**config.mk**
```make
export PLATFORM = sky130hd
export DESIGN_NAME = tlb_asid_cache
export DESIGN_NICKNAME = d
export VERILOG_FILES = /design/src/rtl/tlb_pkg.sv /design/src/rtl/tlb_entry_array.sv /design/src/rtl/tlb_victim_sel.sv /design/src/rtl/tlb_hit_stats.sv /design/src/rtl/tlb_asid_cache.sv
export SDC_FILE = /design/constraint.sdc
export NUM_CORES = 2
export LEC_CHECK = 0
export BUFFER_PORTS_ARGS = -buffer_cell sky130_fd_sc_hd__buf_2
export CAP_MARGIN = 20
export CORE_MARGIN = 5
export CORE_UTILIZATION = 63
export CTS_CLUSTER_DIAMETER = 50
export DETAILED_ROUTE_END_ITERATION = 8
export PLACE_DENSITY_LB_ADDON = 0.25
export SYNTH_ARGS = -nofsm -noshare
export SYNTH_HDL_FRONTEND = slang
export SYNTH_SLANG_ARGS = --single-unit
```
**constraint.sdc**
```tcl
create_clock -name clk -period 5.27 [get_ports clk]
set_input_delay 1.054 -clock clk [delete_from_list [all_inputs] [get_ports clk]]
set_output_delay 1.054 -clock clk [all_outputs]
set_load 0.01 [all_outputs]
```
**src/rtl/tlb_pkg.sv**
```systemverilog
`timescale 1ns/1ps
package tlb_pkg;

  // width of the access-rights field: bit 0 read, bit 1 write, bit 2 execute
  localparam int unsigned PROT_W = 3;

  // where the refill slot came from
  typedef enum logic [1:0] {
    SLOT_REUSE = 2'd0,   // same page and identifier already present
    SLOT_FREE  = 2'd1,   // lowest invalid entry
    SLOT_ROTATE = 2'd2   // rotating eviction pointer
  } slot_src_e;

endpackage

```
**src/rtl/tlb_entry_array.sv**
```systemverilog
`timescale 1ns/1ps
module tlb_entry_array #(
  parameter int unsigned ENTRIES = 16,
  parameter int unsigned PAGE_W  = 20,
  parameter int unsigned ASID_W  = 8,
  parameter int unsigned FRAME_W = 20,
  localparam int unsigned IDX_W  = (ENTRIES > 1) ? $clog2(ENTRIES) : 1,
  localparam int unsigned PROT_W = tlb_pkg::PROT_W
) (
  input  logic               clk,
  input  logic               rst_n,
  input  logic [PAGE_W-1:0]  lk_page,
  input  logic [ASID_W-1:0]  lk_asid,
  input  logic [PAGE_W-1:0]  wr_page,
  input  logic [ASID_W-1:0]  wr_asid,
  input  logic               wr_en,
  input  logic [IDX_W-1:0]   wr_idx,
  input  logic [FRAME_W-1:0] wr_frame,
  input  logic [PROT_W-1:0]  wr_prot,
  input  logic               kill_all,
  input  logic               kill_asid_en,
  input  logic [ASID_W-1:0]  kill_asid,
  output logic [ENTRIES-1:0] hit_vec,
  output logic [ENTRIES-1:0] wr_match_vec,
  output logic [ENTRIES-1:0] valid_vec,
  output logic [FRAME_W-1:0] rd_frame,
  output logic [PROT_W-1:0]  rd_prot
);

  logic [FRAME_W-1:0] frame_arr [ENTRIES];
  logic [PROT_W-1:0]  prot_arr  [ENTRIES];

  for (genvar g = 0; g < ENTRIES; g++) begin : g_slot
    logic               v_q;
    logic [PAGE_W-1:0]  page_q;
    logic [ASID_W-1:0]  asid_q;
    logic [FRAME_W-1:0] frame_q;
    logic [PROT_W-1:0]  prot_q;

    always_ff @(posedge clk or negedge rst_n) begin
      if (!rst_n) begin
        v_q     <= 1'b0;
        page_q  <= '0;
        asid_q  <= '0;
        frame_q <= '0;
        prot_q  <= '0;
      end else if (kill_all) begin
        v_q <= 1'b0;
      end else if (kill_asid_en && (asid_q == kill_asid)) begin
        v_q <= 1'b0;
      end else if (wr_en && (wr_idx == IDX_W'(g))) begin
        v_q     <= 1'b1;
        page_q  <= wr_page;
        asid_q  <= wr_asid;
        frame_q <= wr_frame;
        prot_q  <= wr_prot;
      end
    end

    assign valid_vec[g]    = v_q;
    assign hit_vec[g]      = v_q && (page_q == lk_page) && (asid_q == lk_asid);
    assign wr_match_vec[g] = v_q && (page_q == wr_page) && (asid_q == wr_asid);
    assign frame_arr[g]    = frame_q;
    assign prot_arr[g]     = prot_q;
  end

  // at most one entry hits, so an AND-OR merge selects the payload
  always_comb begin
    rd_frame = '0;
    rd_prot  = '0;
    for (int i = 0; i < ENTRIES; i++) begin
      if (hit_vec[i]) begin
        rd_frame = rd_frame | frame_arr[i];
        rd_prot  = rd_prot  | prot_arr[i];
      end
    end
  end

endmodule

```
**src/rtl/tlb_victim_sel.sv**
```systemverilog
`timescale 1ns/1ps
module tlb_victim_sel #(
  parameter int unsigned ENTRIES = 16,
  localparam int unsigned IDX_W  = (ENTRIES > 1) ? $clog2(ENTRIES) : 1
) (
  input  logic               clk,
  input  logic               rst_n,
  input  logic [ENTRIES-1:0] valid_vec,
  input  logic [ENTRIES-1:0] match_vec,
  input  logic               alloc,
  output logic [IDX_W-1:0]   slot_idx
);
  import tlb_pkg::*;

  logic [IDX_W-1:0] rot_q;
  logic [IDX_W-1:0] free_idx;
  logic [IDX_W-1:0] match_idx;
  logic             any_free;
  logic             any_match;
  slot_src_e        src;

  // lowest-numbered invalid and matching entries
  always_comb begin
    free_idx  = '0;
    match_idx = '0;
    any_free  = 1'b0;
    any_match = 1'b0;
    for (int i = ENTRIES - 1; i >= 0; i--) begin
      if (!valid_vec[i]) begin
        free_idx = IDX_W'(i);
        any_free = 1'b1;
      end
      if (match_vec[i]) begin
        match_idx = IDX_W'(i);
        any_match = 1'b1;
      end
    end
  end

  always_comb begin
    if (any_match)     src = SLOT_REUSE;
    else if (any_free) src = SLOT_FREE;
    else               src = SLOT_ROTATE;
  end

  always_comb begin
    case (src)
      SLOT_REUSE: slot_idx = match_idx;
      SLOT_FREE:  slot_idx = free_idx;
      default:    slot_idx = rot_q;
    endcase
  end

  always_ff @(posedge clk or negedge rst_n) begin
    if (!rst_n) begin
      rot_q <= '0;
    end else if (alloc && (src == SLOT_ROTATE)) begin
      if (rot_q == IDX_W'(ENTRIES - 1)) rot_q <= '0;
      else                              rot_q <= rot_q + 1'b1;
    end
  end

endmodule

```
**src/rtl/tlb_hit_stats.sv**
```systemverilog
`timescale 1ns/1ps
module tlb_hit_stats #(
  parameter int unsigned CNT_W = 32
) (
  input  logic             clk,
  input  logic             rst_n,
  input  logic             ev_valid,
  input  logic             ev_hit,
  output logic [CNT_W-1:0] hit_count,
  output logic [CNT_W-1:0] miss_count
);

  always_ff @(posedge clk or negedge rst_n) begin
    if (!rst_n) begin
      hit_count  <= '0;
      miss_count <= '0;
    end else if (ev_valid) begin
      if (ev_hit) hit_count  <= hit_count + 1'b1;
      else        miss_count <= miss_count + 1'b1;
    end
  end

endmodule

```
**src/rtl/tlb_asid_cache.sv**
```systemverilog
`timescale 1ns/1ps
module tlb_asid_cache #(
  parameter int unsigned ENTRIES = 16,
  parameter int unsigned PAGE_W  = 20,
  parameter int unsigned ASID_W  = 8,
  parameter int unsigned FRAME_W = 20,
  parameter int unsigned CNT_W   = 32,
  localparam int unsigned IDX_W  = (ENTRIES > 1) ? $clog2(ENTRIES) : 1,
  localparam int unsigned PROT_W = tlb_pkg::PROT_W
) (
  input  logic               clk,
  input  logic               rst_n,
  input  logic               lk_valid,
  output logic               lk_ready,
  input  logic [PAGE_W-1:0]  lk_page,
  input  logic [ASID_W-1:0]  lk_asid,
  output logic               rsp_valid,
  input  logic               rsp_ready,
  output logic               rsp_hit,
  output logic [FRAME_W-1:0] rsp_frame,
  output logic [PROT_W-1:0]  rsp_prot,
  input  logic               rf_valid,
  output logic               rf_ready,
  input  logic [PAGE_W-1:0]  rf_page,
  input  logic [ASID_W-1:0]  rf_asid,
  input  logic [FRAME_W-1:0] rf_frame,
  input  logic [PROT_W-1:0]  rf_prot,
  input  logic               flush_all,
  input  logic               flush_asid_en,
  input  logic [ASID_W-1:0]  flush_asid,
  output logic [CNT_W-1:0]   hit_count,
  output logic [CNT_W-1:0]   miss_count
);

  logic               lk_fire;
  logic               rf_fire;
  logic [ENTRIES-1:0] hit_vec;
  logic [ENTRIES-1:0] rf_match_vec;
  logic [ENTRIES-1:0] valid_vec;
  logic [FRAME_W-1:0] rd_frame;
  logic [PROT_W-1:0]  rd_prot;
  logic [IDX_W-1:0]   slot_idx;
  logic               any_hit;

  logic               rsp_valid_q;
  logic               rsp_hit_q;
  logic [FRAME_W-1:0] rsp_frame_q;
  logic [PROT_W-1:0]  rsp_prot_q;

  // handshakes
  assign lk_ready = !rsp_valid_q || rsp_ready;
  assign lk_fire  = lk_valid && lk_ready;
  assign rf_ready = !(flush_all || flush_asid_en);
  assign rf_fire  = rf_valid && rf_ready;
  assign any_hit  = |hit_vec;

  tlb_entry_array #(
    .ENTRIES(ENTRIES), .PAGE_W(PAGE_W), .ASID_W(ASID_W), .FRAME_W(FRAME_W)
  ) u_array (
    .clk          (clk),
    .rst_n        (rst_n),
    .lk_page      (lk_page),
    .lk_asid      (lk_asid),
    .wr_page      (rf_page),
    .wr_asid      (rf_asid),
    .wr_en        (rf_fire),
    .wr_idx       (slot_idx),
    .wr_frame     (rf_frame),
    .wr_prot      (rf_prot),
    .kill_all     (flush_all),
    .kill_asid_en (flush_asid_en),
    .kill_asid    (flush_asid),
    .hit_vec      (hit_vec),
    .wr_match_vec (rf_match_vec),
    .valid_vec    (valid_vec),
    .rd_frame     (rd_frame),
    .rd_prot      (rd_prot)
  );

  tlb_victim_sel #(.ENTRIES(ENTRIES)) u_victim (
    .clk       (clk),
    .rst_n     (rst_n),
    .valid_vec (valid_vec),
    .match_vec (rf_match_vec),
    .alloc     (rf_fire),
    .slot_idx  (slot_idx)
  );

  tlb_hit_stats #(.CNT_W(CNT_W)) u_stats (
    .clk        (clk),
    .rst_n      (rst_n),
    .ev_valid   (lk_fire),
    .ev_hit     (any_hit),
    .hit_count  (hit_count),
    .miss_count (miss_count)
  );

  // response stage: loads on an accepted lookup, holds while stalled
  always_ff @(posedge clk or negedge rst_n) begin
    if (!rst_n) begin
      rsp_valid_q <= 1'b0;
      rsp_hit_q   <= 1'b0;
      rsp_frame_q <= '0;
      rsp_prot_q  <= '0;
    end else if (lk_fire) begin
      rsp_valid_q <= 1'b1;
      rsp_hit_q   <= any_hit;
      rsp_frame_q <= rd_frame;
      rsp_prot_q  <= rd_prot;
    end else if (rsp_ready) begin
      rsp_valid_q <= 1'b0;
    end
  end

  assign rsp_valid = rsp_valid_q;
  assign rsp_hit   = rsp_hit_q;
  assign rsp_frame = rsp_frame_q;
  assign rsp_prot  = rsp_prot_q;

endmodule

```
Word-level counts from Yosys, hierarchy flattened
Cells that the tools add are included.
Widths: inputs -> output; s select.
{"block": "totals", "ff_bits": 925}
{"block": "op_classes", "addsub": 3, "eq_ne": 98, "mux": 150, "bitwise_logic": 48, "reduce_logical": 141}
{"operator": "$eq 20x20->1", "n": 32}
{"operator": "$eq 8x8->1", "n": 48}
{"operator": "$mux 20", "n": 16}
{"operator": "$or 20x20->20", "n": 15}
{"operator": "$mux 4", "n": 33}
{"operator": "$logic_and 1x1->1", "n": 99}
{"operator": "$mux 1", "n": 82}
{"operator": "$add 32x1->32 const B", "n": 2}
{"operator": "$mux 3", "n": 16}
{"operator": "$reduce_and 3->1", "n": 16}
{"operator": "$reduce_bool 3->1", "n": 16}
{"operator": "$or 3x3->3", "n": 15}
{"operator": "$eq 4x4->1 const B", "n": 9}
{"operator": "$not 1->1", "n": 18}
{"operator": "$eq 4x3->1 const B", "n": 4}
{"operator": "$reduce_or 16->1", "n": 1}
{"operator": "$eq 4x2->1 const B", "n": 2}
{"operator": "$pmux 4 s2", "n": 1}
{"operator": "$add 4x1->4 const B", "n": 1}
{"operator": "$eq 4x1->1 const B", "n": 1}
{"operator": "$logic_not 4->1", "n": 1}
{"operator": "$mux 2", "n": 2}
{"operator": "$reduce_and 2->1", "n": 2}
{"operator": "$eq 2x1->1 const B", "n": 1}
{"operator": "other kinds (5)", "n": 7}

Depth between registers and ports, before layout
{"block": "depth", "ltp_word": 34, "depth_mapped": 16}

Cells and area by module
A second synthesis with hierarchy kept.
{"block": "hier_totals", "cells_unflattened": 4462, "area_unflattened_um2": 51461.9}
{"mod": "tlb_entry_array", "instances": 1, "cells_each": 4058, "area_per_inst_um2": 46742.3}
{"mod": "tlb_hit_stats", "instances": 1, "cells_each": 259, "area_per_inst_um2": 2966.6}
{"mod": "tlb_asid_cache", "instances": 1, "cells_each": 62, "area_per_inst_um2": 1091.0}
{"mod": "tlb_victim_sel", "instances": 1, "cells_each": 83, "area_per_inst_um2": 661.9}

Worst setup path after synthesis
OpenSTA, ideal clock, no wires.
{"block": "synth_timing", "kind": "input -> register", "from": "input rf_page[15]", "to": "register u_array.g_slot[14].asid_q[2]", "setup_ns": 0.128, "arrival_ns": 4.541, "setup_slack_ns": 0.601, "cell_stages": 15, "path_cell_list": "clkbuf_1 > buf_2 > clkbuf_1 > xor2_1 > or4b_2 > nor4_1 > nand4_1 > nand4_1 > nor3_1 > nor3_1 > a21boi_1 > and2_1 > buf_4 > buf_6 > mux2_1"}
{"block": "synth_between", "elab_chain_cells": 25, "word_cells_on_any_way": 87, "cone_classes": "eq/ne (18); mux (34); reduce/logical (35)"}
{"element": "start, declared", "line_no": "tlb_asid_cache.sv:24", "text": "input logic [PAGE_W-1:0] rf_page,"}
{"element": "$eq 20x20->1", "line_no": "tlb_entry_array.sv:62", "text": "assign wr_match_vec[g] = v_q && (page_q == wr_page) && (asid_q == wr_asid);"}
{"element": "$logic_and 1x1->1 (2 in a row)", "line_no": "tlb_entry_array.sv:62"}
{"element": "$mux 1 (16 in a row)", "line_no": "tlb_victim_sel.sv:33", "text": "if (match_vec[i]) begin"}
{"element": "$mux 2", "line_no": "tlb_victim_sel.sv:41", "text": "if (any_match) src = SLOT_REUSE;"}
{"element": "$eq 2x1->1 / $logic_not 2->1 (equally long branches)", "line_no": "tlb_victim_sel.sv:47", "text": "case (src)"}
{"element": "$pmux 4 s2 (*)", "line_no": "tlb_victim_sel.sv:47"}
{"element": "$eq 4x4->1 (*)", "line_no": "tlb_entry_array.sv:51", "text": "end else if (wr_en && (wr_idx == IDX_W'(g))) begin"}
{"element": "$logic_and 1x1->1 (*)", "line_no": "tlb_entry_array.sv:51"}
{"element": "$reduce_and 3->1 (no source line) (*)"}
{"element": "end signal, assigned", "line_no": "tlb_entry_array.sv:54", "text": "asid_q <= wr_asid;"}
{"element": "end, declared", "line_no": "tlb_entry_array.sv:36", "text": "logic [ASID_W-1:0] asid_q;"}
Mark *: on every way between the ends. The rest lies on a longest branch, timed or not.
A chain may end at the register's enable or synchronous reset.

Worst setup path in the final report
{"block": "layout_timing", "from": "input rf_page[2]", "to": "register u_array.g_slot[0].page_q[2]"}
{"block": "layout_between", "elab_chain_cells": 25, "word_cells_on_any_way": 87, "cone_classes": "eq/ne (17); mux (34); reduce/logical (36)"}
{"element": "$eq 20x20->1", "line_no": "tlb_entry_array.sv:62"}
{"element": "$logic_and 1x1->1 (2 in a row)", "line_no": "tlb_entry_array.sv:62"}
{"element": "$mux 1 (16 in a row)", "line_no": "tlb_victim_sel.sv:33"}
{"element": "$mux 2", "line_no": "tlb_victim_sel.sv:41"}
{"element": "$eq 2x1->1 / $logic_not 2->1 (equally long branches)", "line_no": "tlb_victim_sel.sv:47"}
{"element": "$pmux 4 s2", "line_no": "tlb_victim_sel.sv:47"}
{"element": "$logic_not 4->1", "line_no": "tlb_entry_array.sv:51"}
{"element": "$logic_and 1x1->1", "line_no": "tlb_entry_array.sv:51"}
{"element": "$reduce_and 3->1 (no source line)"}
{"element": "end signal, assigned", "line_no": "tlb_entry_array.sv:53", "text": "page_q <= wr_page;"}
{"element": "end, declared", "line_no": "tlb_entry_array.sv:35", "text": "logic [PAGE_W-1:0] page_q;"}
Parallel ways exist; a longest one is shown, timed or not.

==> reports/results.ini <==
[outcome]
status=finished, final reports clean

[setup_path]
crit_fanout=29
cp_slowest_cell=nor4bb_1
path_cells=buf_2 -> buf_4 -> xor2_1 -> nor4_1 -> nand4_1 -> nor3_1 -> buf_4 -> nor4bb_1 -> nor4bb_1 -> buf_4 -> nand3_1 -> a21oi_1 -> nand2_2 -> buf_12 -> mux2_2
endpoint_kind=flop
cp.arrival_ps=5580
cp_data_required_time_ps=5820
path_class=in2reg
slowest_delay_ps=880
crit_top_cell=buf_4
r2r_slack_ps=600
cp-start-kind=input pin

[synth]
synth_cell_types=67
synth.top_cells.by_area=dfrtp_1 46%, mux2_2 17%, xor2_1 9.4%
yosysTopAreaCell=dfrtp_1
synth_top_area_share_pct=45.85
synth_warnings=0
synth-edff-count=0
synth-seq-cells=925
syn-instance-count=4337
syn_nets=4434
synthFlopType=dfrtp_1
syn-cell-area_sq_mm=0.05049
syn_area_per_cell_sq_um=11.64
ys_seq_area_share_pct=45.85
async_flop_share_pct=100.0

[power]
internal_power_w=0.01317
peakVddDrop_v=0.0003373
power_w=0.01828
p_clk_share_pct=46.3
leakage_nw=27.87
swShare_pct=27.96
pwr-share-comb_pct=11.6
switchingPower_w=0.005110
powerDensity_mw_per_mm2=310.9
power_frac_seq_pct=42.1

[routing]
detailroute.via_count=38710
dr.pass1.iters=6
wl_per_cell_um=31.26
drt_iter0_markers=4485
ant_nets=0
wl_mm=179.7
drc_errors=0
avgViaCountPerCell=6.732

[global_route]
grt_pass1_vias=38460
antenna_found_initial=5
grt_max_degree=119
grt_usage_pct=40.96
grt_pass1_wl_mm=261.2
grt-ovfl-total=0

[sta]
final-hold-violation-count=0
report.final.slew_viol_count=0
max_freq_mhz=199.1
whs_ps=365.7
clock-skew-final_ps=56.92
period_needed_ps=5022
worst_slew_pin_slew_ps=1139
setup_violations=0
period_share_pct=95.29
relSlewSlack_pct=24.06
rsz0062_at_grt=no
setup-tns-final_ps=0

[clock_network]
clock_sinks=925
clock_path_buffers=3
cts_buffers=118
cts_hold_buffers=0
path_clk_slew_ps=60
ctsHtreeMaxLevel=3
cts_tree=built
clk_latency_ps=720
cts_resized=0
clockRootBuffer=clkbuf_16
cts_setup_buffers=0

[placement]
dpl.cell_count=5525
port_buffers=184
dp_hpwl_mm=122.2
gp_congestion=1.044

[floorplan]
die_y_um=293.1
start_util_pct=63.70
std_cell_rows=103
die_area_sq_mm=0.08590
chipWidth_um=293.1
core_sq_mm=0.07926
ios=185

[min_path]
worstHoldPathType=in2async

[finish]
multi_input_area_sq_mm=0.02599
seqCellArea_sq_mm=0.02315
fin_nets=4692
fillers=5409
area_growth_pct=16.42
layout-drive-gt1-share_pct=32.10
fin_cells=5750

[flow_run]
cap_violations=0

==> Yosys cell counts (55+ instances only) <==
library cell	instances
dfrtp_1	925
mux2_2	768
xor2_1	542
xnor2_1	537
nand4_1	233
clkbuf_1	196
nor4_1	167
nand3_1	133
buf_2	118
a22oi_1	107
nand2_1	81
nor2_1	81
nor3_1	55
==> registers in the layout, summed over array words and instances (netlist names) <==
signal	flops
rsp_prot	3
u_array.g_slot.prot_q	48
u_array.g_slot.frame_q	320
u_array.g_slot.asid_q	128
rsp_frame	20
u_array.g_slot.v_q	16
rsp_hit	1
u_stats.miss_count	32
u_stats.hit_count	32
u_array.g_slot.page_q	320
u_victim.rot_q	4
rsp_valid	1
==> worst max-delay path: cells and delay by family <==
kind	cells	cell delay [ps]
mux	1	300
xor+xnor	1	230
simple gates	7	2090
compound gates	1	510
buf+inv	5	1340
==> routing by layer <==
metal / routed length (um) / track usage, %
met2: 77060 / 59.99
met4: 9171 / 16.92
met5: 13 / 0
met3: 22420 / 12.71
met1: 71060 / 57.19
==> cell usage in the layout (no fill, tap or decap), types with 9 or more instances in the layout <==
cell type and count:
clkbuf_1 12, a22o_1 39, and4_1 11, a221oi_1 41, nand2b_1 17, mux2_1 52
bufinv_16 11, nand3_1 125, nand2_1 74, xor2_1 542, or4_1 17, nor2_1 81
clkbuf_8 12, nor3_1 55, and3_1 14, xnor2_1 537, buf_2 183, nand4_1 233
mux2_2 768, clkinv_4 10, nor4_1 153, nor3b_1 11, and2_1 10, buf_12 73
nor4_2 14, clkinvlp_4 9, nor2b_1 9, clkbuf_16 118, buf_4 221, inv_1 23
or2_2 14, dfrtp_1 925, clkinv_2 18, inv_6 18, a21oi_1 21, a22oi_1 107
==> logic make-up after synthesis <==
kind of cell    share of synthesized area (%)
xor+xnor                                18.72
flops                                   45.85
buf+inv                                 3.088
fa+ha+maj                             0.07436
compound gates                          4.124
simple gates                            9.858
mux                                     18.29
==> worst paths after layout <==
check | start | to | cells after the start
min | rst_n | u_array.g_slot[10].asid_q[3] | 1
max in group asynchronous | rst_n | u_array.g_slot[6].frame_q[12] | 2
max | rf_page[2] | u_array.g_slot[0].page_q[2] | 15
max reg2reg | u_array.g_slot[12].page_q[8] | u_array.g_slot[0].page_q[2] | 12
min reg2reg | u_stats.miss_count[31] | u_stats.miss_count[31] | 1
min in group clk | u_stats.miss_count[31] | u_stats.miss_count[31] | 1
==> through the flow <==
step	utilization (%)	cell area, sq um	worst slack [ps]
after floorplan	-	50490	601.0
final	74.16	58780	248.3
after global routing	74.15	58770	178.4
after CTS	74.15	58770	530.9
after detailed placement	68.87	54590	-142.5
after global placement	68.87	54590	-146.6
==> power by group through the flow <==
stage          combinational, W  clock, W  sequential (W)
4_1_cts                 0.00207   0.00851         0.00768
2_1_floorplan           0.00116         0         0.00775
3_5_place_dp            0.00206         0         0.00780
6_report                0.00212   0.00847         0.00769
5_1_grt                 0.00223   0.00884         0.00772
3_3_place_gp            0.00203         0         0.00779
==> cell type report <==
cell class              instances  area share [%]
clock buffers                 142           5.382
inverters                      23          0.1469
flip-flops and latches        925           39.38
well taps                    1050           2.235
diodes                          2        0.008515
repair buffers                478           6.893
clock inverters                81           1.735
multi-input cells            3049           44.22
Note: power is estimated with default switching activity, not from simulation.
